===== src/rtl/lss_pkg.sv =====
// Shared types and helpers for the low-side switch fault controller.
// Assumes: nothing beyond IEEE 1800-2017.
package lss_pkg;

    // Phases of the release sequencer.
    typedef enum logic [1:0] {
        SEQ_IDLE   = 2'd0,
        SEQ_LOW    = 2'd1,
        SEQ_LOW_OK = 2'd2,
        SEQ_HIGH   = 2'd3
    } seq_state_t;

    // Bits needed to hold values 0..n.
    function automatic int cnt_width(input int n);
        return (n < 2) ? 1 : $clog2(n + 1);
    endfunction

endpackage


===== src/rtl/lss_sync2.sv =====
// Two-flop synchroniser, one chain per bit.
// Assumes: inputs are asynchronous levels; RST_VAL gives each bit's idle level.
module lss_sync2 #(
    parameter int               WIDTH   = 2,
    parameter logic [WIDTH-1:0] RST_VAL = '0
) (
    input  logic             clk,
    input  logic             rst_n,
    input  logic [WIDTH-1:0] d_async,
    output logic [WIDTH-1:0] q_sync
);

    for (genvar b = 0; b < WIDTH; b++) begin : g_bit
        logic meta_q;
        logic stab_q;

        // Capture then re-register each bit to settle metastability.
        always_ff @(posedge clk) begin
            if (!rst_n) begin
                meta_q <= RST_VAL[b];
                stab_q <= RST_VAL[b];
            end else begin
                meta_q <= d_async[b];
                stab_q <= meta_q;
            end
        end

        assign q_sync[b] = stab_q;
    end

endmodule


===== src/rtl/lss_pd_timer.sv =====
// Delays the status pull-down after a fault latch sets.
// Assumes: hold is the next-state value of the fault latch, so the pull-down
// drops at the same edge on which the latch clears.
module lss_pd_timer #(
    parameter int PD_DELAY = 45
) (
    input  logic clk,
    input  logic rst_n,
    input  logic hold,
    output logic pd
);
    import lss_pkg::*;

    localparam int CW = cnt_width(PD_DELAY);

    logic [CW-1:0] cnt_q;

    // Count edges since the latch set; raise pd once PD_DELAY is reached.
    always_ff @(posedge clk) begin
        if (!rst_n) begin
            cnt_q <= '0;
            pd    <= 1'b0;
        end else if (!hold) begin
            cnt_q <= '0;
            pd    <= 1'b0;
        end else if (!pd) begin
            if (cnt_q == CW'(PD_DELAY)) pd <= 1'b1;
            else                        cnt_q <= cnt_q + 1'b1;
        end
    end

    // once raised, the pull-down stays while the latch holds.
    a_r3_pd_sticky: assert property (@(posedge clk) disable iff (!rst_n)
        (pd && hold) |=> pd);

    // the delay counter never runs past its limit.
    a_r3_cnt_bound: assert property (@(posedge clk) disable iff (!rst_n)
        cnt_q <= CW'(PD_DELAY));

endmodule


===== src/rtl/lss_rst_seq.sv =====
// Release sequencer: watches the synchronised status level while armed and
// pulses release_o after LOW_DWELL low samples followed by HIGH_DWELL high ones.
// Assumes: armed is the fault latch; LOW_DWELL >= 1, HIGH_DWELL >= 1.
module lss_rst_seq #(
    parameter int LOW_DWELL  = 24000,
    parameter int HIGH_DWELL = 500
) (
    input  logic clk,
    input  logic rst_n,
    input  logic armed,
    input  logic line_s,
    output logic release_o
);
    import lss_pkg::*;

    localparam int LW = cnt_width(LOW_DWELL);
    localparam int HW = cnt_width(HIGH_DWELL);

    seq_state_t    st_q;
    logic [LW-1:0] lo_cnt_q;
    logic [HW-1:0] hi_cnt_q;

    // Release on the sample that completes the high dwell.
    always_comb begin
        release_o = 1'b0;
        if (armed && line_s) begin
            if (st_q == SEQ_LOW_OK && HIGH_DWELL == 1)                  release_o = 1'b1;
            if (st_q == SEQ_HIGH && hi_cnt_q == HW'(HIGH_DWELL - 1))  release_o = 1'b1;
        end
    end

    // Walk the low-then-high phases; counters stop at their limits.
    always_ff @(posedge clk) begin
        if (!rst_n) begin
            st_q     <= SEQ_IDLE;
            lo_cnt_q <= '0;
            hi_cnt_q <= '0;
        end else if (!armed || release_o) begin
            st_q     <= SEQ_IDLE;
            lo_cnt_q <= '0;
            hi_cnt_q <= '0;
        end else begin
            case (st_q)
                SEQ_IDLE: begin
                    st_q     <= SEQ_LOW;
                    lo_cnt_q <= '0;
                end
                SEQ_LOW: begin
                    if (!line_s) begin
                        if (lo_cnt_q == LW'(LOW_DWELL - 1)) st_q <= SEQ_LOW_OK;
                        else                                lo_cnt_q <= lo_cnt_q + 1'b1;
                    end else begin
                        lo_cnt_q <= '0;
                    end
                end
                SEQ_LOW_OK: begin
                    if (line_s) begin
                        st_q     <= SEQ_HIGH;
                        hi_cnt_q <= HW'(1);
                        lo_cnt_q <= '0;
                    end
                end
                default: begin
                    if (!line_s) begin
                        hi_cnt_q <= '0;
                        if (LOW_DWELL == 1) begin
                            st_q <= SEQ_LOW_OK;
                        end else begin
                            st_q     <= SEQ_LOW;
                            lo_cnt_q <= LW'(1);
                        end
                    end else begin
                        hi_cnt_q <= hi_cnt_q + 1'b1;
                    end
                end
            endcase
        end
    end

    // the low counter saturates below its limit.
    a_r5_low_saturates: assert property (@(posedge clk) disable iff (!rst_n)
        lo_cnt_q <= LW'(LOW_DWELL - 1));

    // the high counter never passes the high dwell.
    a_r5_high_bound: assert property (@(posedge clk) disable iff (!rst_n)
        hi_cnt_q <= HW'(HIGH_DWELL));

    // the high phase is only entered from a completed low dwell.
    a_r6_high_after_low: assert property (@(posedge clk) disable iff (!rst_n)
        (st_q == SEQ_HIGH && $past(st_q) != SEQ_HIGH) |-> $past(st_q) == SEQ_LOW_OK);

    // a low sample in the high phase sends the sequence back to low counting.
    a_r7_low_restarts: assert property (@(posedge clk) disable iff (!rst_n)
        (armed && st_q == SEQ_HIGH && !line_s) |=> st_q != SEQ_HIGH);

endmodule


===== src/rtl/lss_fault_ctrl.sv =====
// Fault controller of a low-side switch: gates the command, latches thermal
// shutdown, drives the status pull-down and releases via sequence or deep UV.
// Assumes: ot_flag, uv_off, uv_reset are synchronous to clk; cmd_in and
// stat_line are asynchronous.
module lss_fault_ctrl #(
    parameter int PD_DELAY   = 45,
    parameter int LOW_DWELL  = 24000,
    parameter int HIGH_DWELL = 500
) (
    input  logic clk,
    input  logic rst_n,
    input  logic cmd_in,
    input  logic ot_flag,
    input  logic uv_off,
    input  logic uv_reset,
    input  logic stat_line,
    output logic gate_en,
    output logic stat_pd
);

    logic [1:0] sync_q;
    logic       cmd_s;
    logic       line_s;
    logic       latch_q;
    logic       latch_set;
    logic       latch_nxt;
    logic       seq_release;
    logic       gate_d;

    // Bit 1 is the status line (idles high), bit 0 the command (idles low).
    lss_sync2 #(
        .WIDTH   (2),
        .RST_VAL (2'b10)
    ) u_sync (
        .clk     (clk),
        .rst_n   (rst_n),
        .d_async ({stat_line, cmd_in}),
        .q_sync  (sync_q)
    );

    assign cmd_s  = sync_q[0];
    assign line_s = sync_q[1];

    lss_rst_seq #(
        .LOW_DWELL  (LOW_DWELL),
        .HIGH_DWELL (HIGH_DWELL)
    ) u_seq (
        .clk       (clk),
        .rst_n     (rst_n),
        .armed     (latch_q),
        .line_s    (line_s),
        .release_o (seq_release)
    );

    // Thermal flag counts only while the output is on; deep UV and release win.
    always_comb begin
        latch_set = ot_flag & gate_en;
        latch_nxt = (latch_q | latch_set) & ~uv_reset & ~seq_release;
        gate_d    = cmd_s & ~latch_nxt & ~uv_off & ~uv_reset;
    end

    // Hold the fault latch and the registered gate enable.
    always_ff @(posedge clk) begin
        if (!rst_n) begin
            latch_q <= 1'b0;
            gate_en <= 1'b0;
        end else begin
            latch_q <= latch_nxt;
            gate_en <= gate_d;
        end
    end

    lss_pd_timer #(
        .PD_DELAY (PD_DELAY)
    ) u_pd (
        .clk   (clk),
        .rst_n (rst_n),
        .hold  (latch_nxt),
        .pd    (stat_pd)
    );

    // a latched fault keeps the gate off.
    a_r2_off_when_latched: assert property (@(posedge clk) disable iff (!rst_n)
        latch_q |-> !gate_en);

    // the pull-down is only active with a fault latched.
    a_r3_pd_needs_latch: assert property (@(posedge clk) disable iff (!rst_n)
        stat_pd |-> latch_q);

    // with the output off, the thermal flag cannot set the latch.
    a_r4_ot_ignored_off: assert property (@(posedge clk) disable iff (!rst_n)
        (!gate_en && !latch_q) |=> !latch_q);

    // shallow undervoltage turns the gate off on the next edge.
    a_r8_uv_off_gate: assert property (@(posedge clk) disable iff (!rst_n)
        uv_off |=> !gate_en);

    // shallow undervoltage keeps an existing latch.
    a_r8_uv_off_keeps: assert property (@(posedge clk) disable iff (!rst_n)
        (latch_q && uv_off && !uv_reset && !seq_release) |=> latch_q);

    // deep undervoltage clears latch and pull-down.
    a_r9_uv_reset_clears: assert property (@(posedge clk) disable iff (!rst_n)
        uv_reset |=> (!latch_q && !stat_pd && !gate_en));

endmodule


===== config.mk =====
export PLATFORM = sky130hd
export DESIGN_NAME = lss_fault_ctrl
export DESIGN_NICKNAME = d
export VERILOG_FILES = /design/src/rtl/lss_pkg.sv /design/src/rtl/lss_sync2.sv /design/src/rtl/lss_pd_timer.sv /design/src/rtl/lss_rst_seq.sv /design/src/rtl/lss_fault_ctrl.sv
export SDC_FILE = /design/constraint.sdc
export NUM_CORES = 1
export LEC_CHECK = 0
export BUFFER_PORTS_ARGS = -buffer_cell sky130_fd_sc_hd__clkbuf_2
export CORE_ASPECT_RATIO = 1.4
export CORE_MARGIN = 3
export CORE_UTILIZATION = 50
export DETAILED_ROUTE_END_ITERATION = 10
export PLACE_DENSITY = 0.7
export SYNTH_ARGS = -nofsm -noshare
export SYNTH_HDL_FRONTEND = slang
export SYNTH_SLANG_ARGS = --single-unit
export TNS_END_PERCENT = 10

===== constraint.sdc =====
create_clock -name clk -period 2.79 [get_ports clk]
set_input_delay 0.279 -clock clk [delete_from_list [all_inputs] [get_ports clk]]
set_output_delay 0.279 -clock clk [all_outputs]
set_load 0.02 [all_outputs]

# Word level (Yosys, flattened, before mapping)
# Index checks and enable logic that the tools add are counted.
[word_totals]
register_bits = 39
in_bits = 7
output_inout_bits = 2
word_cells = 70
[classes]
n_addsub = 3
n_eq_ne = 12
mux = 17
bitwise_logic = 15
n_reduce_logical = 12
[ops]
columns = ["cell", "n"]
rows = [
  ["$mux 15", 4],
  ["$pmux 15 s3", 1],
  ["$mux 9", 2],
  ["$pmux 9 s2", 1],
  ["$add 15x1->15 const B", 1],
  ["$eq 15x15->1 const B", 1],
  ["$add 9x1->9 const B", 1],
  ["$eq 9x9->1 const B", 1],
  ["$mux 2", 4],
  ["$not 1->1", 8],
  ["$add 6x1->6 const B", 1],
  ["$and 1x1->1", 6],
  ["$eq 6x6->1 const B", 1],
  ["$pmux 2 s3", 1],
  ["$reduce_and 2->1", 3],
  ["$eq 2x2->1 const B", 2],
  ["$mux 1", 4],
  ["$ne 2x2->1 const B", 2],
  ["$ne 4x1->1 const B", 1],
  ["$reduce_and 4->1", 1],
  ["$reduce_or 2->1", 2],
  ["$ne 3x1->1 const B", 1],
  ["$ne 3x3->1 const B", 1],
  ["$reduce_and 3->1", 1],
  ["7 further kinds", 8],
]

# Logic depth before layout (Yosys ltp)
[depth]
word_depth = 10
ltp_mapped = 8
depth_no_buf = 6

# Hierarchy
# Synthesis repeated with hierarchy kept, for this count alone.
[hier_totals]
hier_cells = 245
area_unflattened_um2 = 2094.5
[modules_own_cells]
columns = ["module", "instances", "cells_per_inst", "area_per_inst_um2", "seq_area_each_um2"]
rows = [
  ["lss_rst_seq", 1, 191, 1544.0, 520.5],
  ["lss_pd_timer", 1, 37, 349.1, 140.1],
  ["lss_sync2", 1, 10, 120.1, 80.1],
  ["lss_fault_ctrl", 1, 7, 81.3, 40.0],
]

# Worst setup path after synthesis
# Ideal clock, no wire load.
[synth_timing]
path_type = "register to register"
from = "reg u_seq.st_q[1]"
to = "reg u_seq.lo_cnt_q[4]"
setup_ps = 86
arrival_ps = 1846
required_ps = 2704
path_slack_ps = 858
stages_incl_launch_ff = 8
synth_period_minus_slack_ps = 1932
path_cell_list = "dfxtp_1 -> inv_1 -> ha_1 -> buf_2 -> nor3b_2 -> nand2_1 -> or3_1 -> a221oi_2"
[synth_via]
elab_chain_len = 6
elab_cells_between_ends = 14
[synth_lines]
columns = ["item", "line", "source"]
rows = [
  ["from (decl)", "lss_rst_seq.sv:19", "seq_state_t st_q;"],
  ["from (signal assigned)", "lss_rst_seq.sv:35", "st_q <= SEQ_IDLE;"],
  ["from (signal assigned)", "lss_rst_seq.sv:39", "st_q <= SEQ_IDLE;"],
  ["from (signal assigned)", "lss_rst_seq.sv:45", "st_q <= SEQ_LOW;"],
  ["$eq 2x2->1", "lss_rst_seq.sv:28", "if (st_q == SEQ_HIGH && hi_cnt_q == HW'(HIGH_DWELL - 1)) release_o = 1'b1;"],
  ["$logic_and 1x1->1", "lss_rst_seq.sv:28", ""],
  ["$mux 1", "lss_rst_seq.sv:28", ""],
  ["$mux 1", "lss_rst_seq.sv:26", "if (armed && line_s) begin"],
  ["$logic_or 1x1->1", "lss_rst_seq.sv:38", "end else if (!armed || release_o) begin"],
  ["$reduce_or 2->1 (no line)", "-", ""],
  ["to (signal assigned)", "lss_rst_seq.sv:51", "else lo_cnt_q <= lo_cnt_q + 1'b1;"],
  ["to (decl)", "lss_rst_seq.sv:20", "logic [LW-1:0] lo_cnt_q;"],
]
# Several ways; a longest one is shown, not always the timed one.
# A chain may end at the register's enable or synchronous reset.

# Worst setup path after layout
[layout_timing]
from = "reg u_seq.st_q[1]"
to = "reg u_seq.lo_cnt_q[10]"
# The elaborated chain is that of the path after synthesis.

==> key figures <==
Power and ir drop
  – Switching Share: 19.98%
  – Peak VDD IR: 311.9 µV
  – Clock network power share: 37.5%
  – Cell Pwr Density: approximately 390 mW/mm²
  – Comb power frac: 1.2%
  – Sequential share of power: between 60% and 70%
  – Sw Pwr: 0.1829 mW
  – P_int: 0.7326 mW
  – P_leak: 0.8483 nW

STA
  – Max-slew violation count: 0
  – Slew @ Worst Pin: 686.5 ps
  – Setup Viol. Count Final: 0
  – Fin. Hold Viols: 0
  – Layout Skew: 5.958 ps
  – Minimum clock period: 2335 ps
  – Min Hold Slack: roughly 160 ps
  – Period utilisation layout: 83.68%
  – Post-route setup TNS: 0 ps
  – Slew headroom: between 50% and 60%
  – Unrepaired setup endpoints after global routing: no
  – Max frequency: 428.3 MHz

Logic synthesis
  – Dominant synthesized flop cell: dfxtp_1
  – Avg Cell Area, Syn: 8.803 µm²
  – Async SR Flop Fraction: 0%
  – Syn. warnings: 0
  – Gate Count Post-Synth: 250
  – Cell Area, Synth: 0.002201 mm²
  – Yosys cell types: 60
  – EDFF count, synth: 0
  – Seq cells post-synth: 39
  – Syn_nets: 267
  – Seq/Total Area, Yosys: between 30% and 40%

Drt
  – Avg Vias per Cell: 6.188
  – Drt wl/cell: ~15 µm
  – Antenna viol nets, final: 0
  – DRC viols: 0
  – Via count of the routed design: 1943
  – Initial DRC count: between 100 and 150
  – WL final: 4711 µm
  – Drt first pass iters: 5

Die
  – Die height: around 85 µm
  – Die width: ~62 µm
  – # IOs: 9
  – Core area: 0.004088 mm²
  – Site Rows: 27
  – Initial core utilization: approximately 54%
  – Die area: 0.005245 mm²

Setup path
  – Reg-to-reg setup timing slack: 460 ps
  – Critical path capture point type: register
  – Crit path arrival time: ~2600 ps
  – Depth of the worst register-to-register path: 6
  – Reg-to-reg endpoint: u_seq.lo_cnt_q[10]
  – CP startpoint kind: register
  – Critical R2R Launch: u_seq.st_q[1]
  – Critical Path RT: 3000 ps
  – Crit Path Max Fanout: 10
  – CP Class: register to register

Place
  – GPL Wtd Cong: between 0.9 and 1
  – DP HPWL: 3389 µm
  – IO buf count: 8

Clock network
  – Hold buffers post-CTS: 0
  – TritonCTS clock tree: built
  – Setup bufs post-CTS: 0
  – Root Buffer: clkbuf_8
  – PostCTS Resize Cnt: 0
  – Clock latency on the worst-skew pair: 280 ps
  – Clock-pin slew on the worst setup and hold paths: around 70 ps
  – CTS Buffer Depth: 2
  – CTS Sinks: 39
  – Number of buffers created by CTS: 5
  – Max H-tree Level: 2

Cells and area
  – Layout cell share with drive strength beyond 1: 12.50%
  – Diodes inserted: 0
  – NumNets Final: 274
  – P&R area growth vs syn: 6.936%

Hold path
  – Hold EP: gate_en
  – Hold Crit Depth: 2
  – Hold path start: uv_off
  – Hold WC Path Type: primary input to register

Global routing
  – Total GRT Usage: 19.36%
  – Antenna violations before repair: 0
  – Overflow after GRT: 0
  – Largest net degree at the start of global routing: 17
  – First-pass GRT wire length: between 7000 and 8000 µm
  – Vias in the first global route: 1836

Run status
  – Outcome: completed

Run
  – Max Cap Viol: 0
==> state kept, by name, summed over array words and instances (netlist names) <==
register and cells:
u_seq.st_q 2, gate_en 1, u_sync.g_bit.meta_q 2, u_seq.hi_cnt_q 9, u_sync.g_bit.stab_q 2, u_pd.cnt_q 6
u_seq.lo_cnt_q 15, latch_q 1, u_pd.pd 1
==> power by group through the flow <==
stage | clock network (mW) | logic (mW) | registers (mW)
floorplan | 0 | 0.00649 | 0.573
global placement | 0 | 0.0111 | 0.574
detailed placement | 0 | 0.0111 | 0.574
CTS | 0.363 | 0.0111 | 0.561
global route | 0.380 | 0.0127 | 0.561
finish | 0.343 | 0.0109 | 0.561
==> metal layers <==
| layer | part of all wire (%) | vias up | global-route usage, % |
|---|---|---|---|
| met5 | 0 | - | 0 |
| met4 | 1.5 | 0 | 6.564 |
| met3 | 3.4 | 7 | 4.308 |
| met2 | 49 | 39 | 31.42 |
| met1 | 46 | 920 | 24.46 |
| li1 | - | 977 | - |
==> critical path, stage by stage (launching register included) <==
cell	delay, ps
dfxtp_1	350
inv_1	110
ha_1	310
nor3b_2	520
nand2_1	280
or4_1	550
a21oi_1	150
==> cell type report <==
| type | instances | area, µm² |
|---|---|---|
| Multi-Input combinational cell | 193 | 1343 |
| Timing Repair Buffer | 10 | 55.05 |
| Inverter | 8 | 30.03 |
| Clock buffer | 6 | 72.57 |
| Tap cell | 58 | 72.57 |
| Fill cell | 379 | 1734 |
| Sequential cell | 39 | 780.7 |
==> cell families after synthesis <==
kind of cell | synth area share [%]
adders and majority gates | 5.685
xor gates and xnor gates | 1.592
DFF | 35.47
AOI/OAI and AO/OA | 22.74
and+or+nand+nor | 30.53
buffers and inverters | 3.525
muxes | 0.4548
==> cell usage after synthesis (4+ instances only) <==
cell,n,share of area [%]
nand2_1,17,2.9
a21oi_1,12,2.7
nor4_1,4,1.1
xnor2_1,4,1.6
ha_1,10,5.7
nand3_1,10,2.3
nand2b_1,5,1.4
a211oi_1,6,2.0
nor3_1,8,1.8
nor2_1,21,3.6
inv_1,8,1.4
nand4_1,11,3.1
a311oi_1,4,1.6
and2_1,5,1.4
o21ai_0,11,2.5
clkbuf_1,7,1.2
dfxtp_1,39,35
==> stage by stage <==
step | util [%] | area (µm²) | instances | power, mW | setup WS (ps)
6_report | 57.58 | 2354 | 314 | 0.9155 | 455.3
4_1_cts | 57.58 | 2354 | 314 | 0.9355 | 468.5
5_1_grt | 57.58 | 2354 | 314 | 0.9538 | 250.8
3_3_place_gp | 55.80 | 2281 | 308 | 0.5852 | 543.1
2_1_floorplan | - | 2201 | 250 | 0.5793 | 858.0
3_5_place_dp | 55.80 | 2281 | 308 | 0.5853 | 487.0
==> placed cells by master (no fill, tap or decap), drive strengths merged, types with 2 or more instances in the layout <==
cell type  instances
dfxtp             39
nor2              22
nand2             18
clkbuf            14
o21ai             13
a21oi             12
nand4             11
nand3             10
ha                10
inv                8
nor3               8
a211oi             6
nor4               6
nand2b             5
and2               5
and4               5
xnor2              4
a311oi             4
or3                3
o311a              3
o221a              3
a31oi              3
a32o               3
o31ai              3
a41oi              3
or3b               2
nand3b             2
o211a              2
a21o               2
a211o              2
buf                2
nor3b              2
or4b               2
or4                2
==> worst max-delay path by stage <==
stage             startpoint                  to  cells past startpoint
2_1_floorplan  u_seq.st_q[1]   u_seq.lo_cnt_q[4]                      7
3_3_place_gp   u_seq.st_q[0]   u_seq.lo_cnt_q[4]                      5
3_5_place_dp   u_seq.st_q[0]  u_seq.lo_cnt_q[10]                      5
4_1_cts        u_seq.st_q[0]  u_seq.lo_cnt_q[10]                      5
5_1_grt        u_seq.st_q[0]   u_seq.lo_cnt_q[6]                      5
6_report       u_seq.st_q[1]  u_seq.lo_cnt_q[10]                      6
No activity file was read; power rests on OpenSTA's default activity.
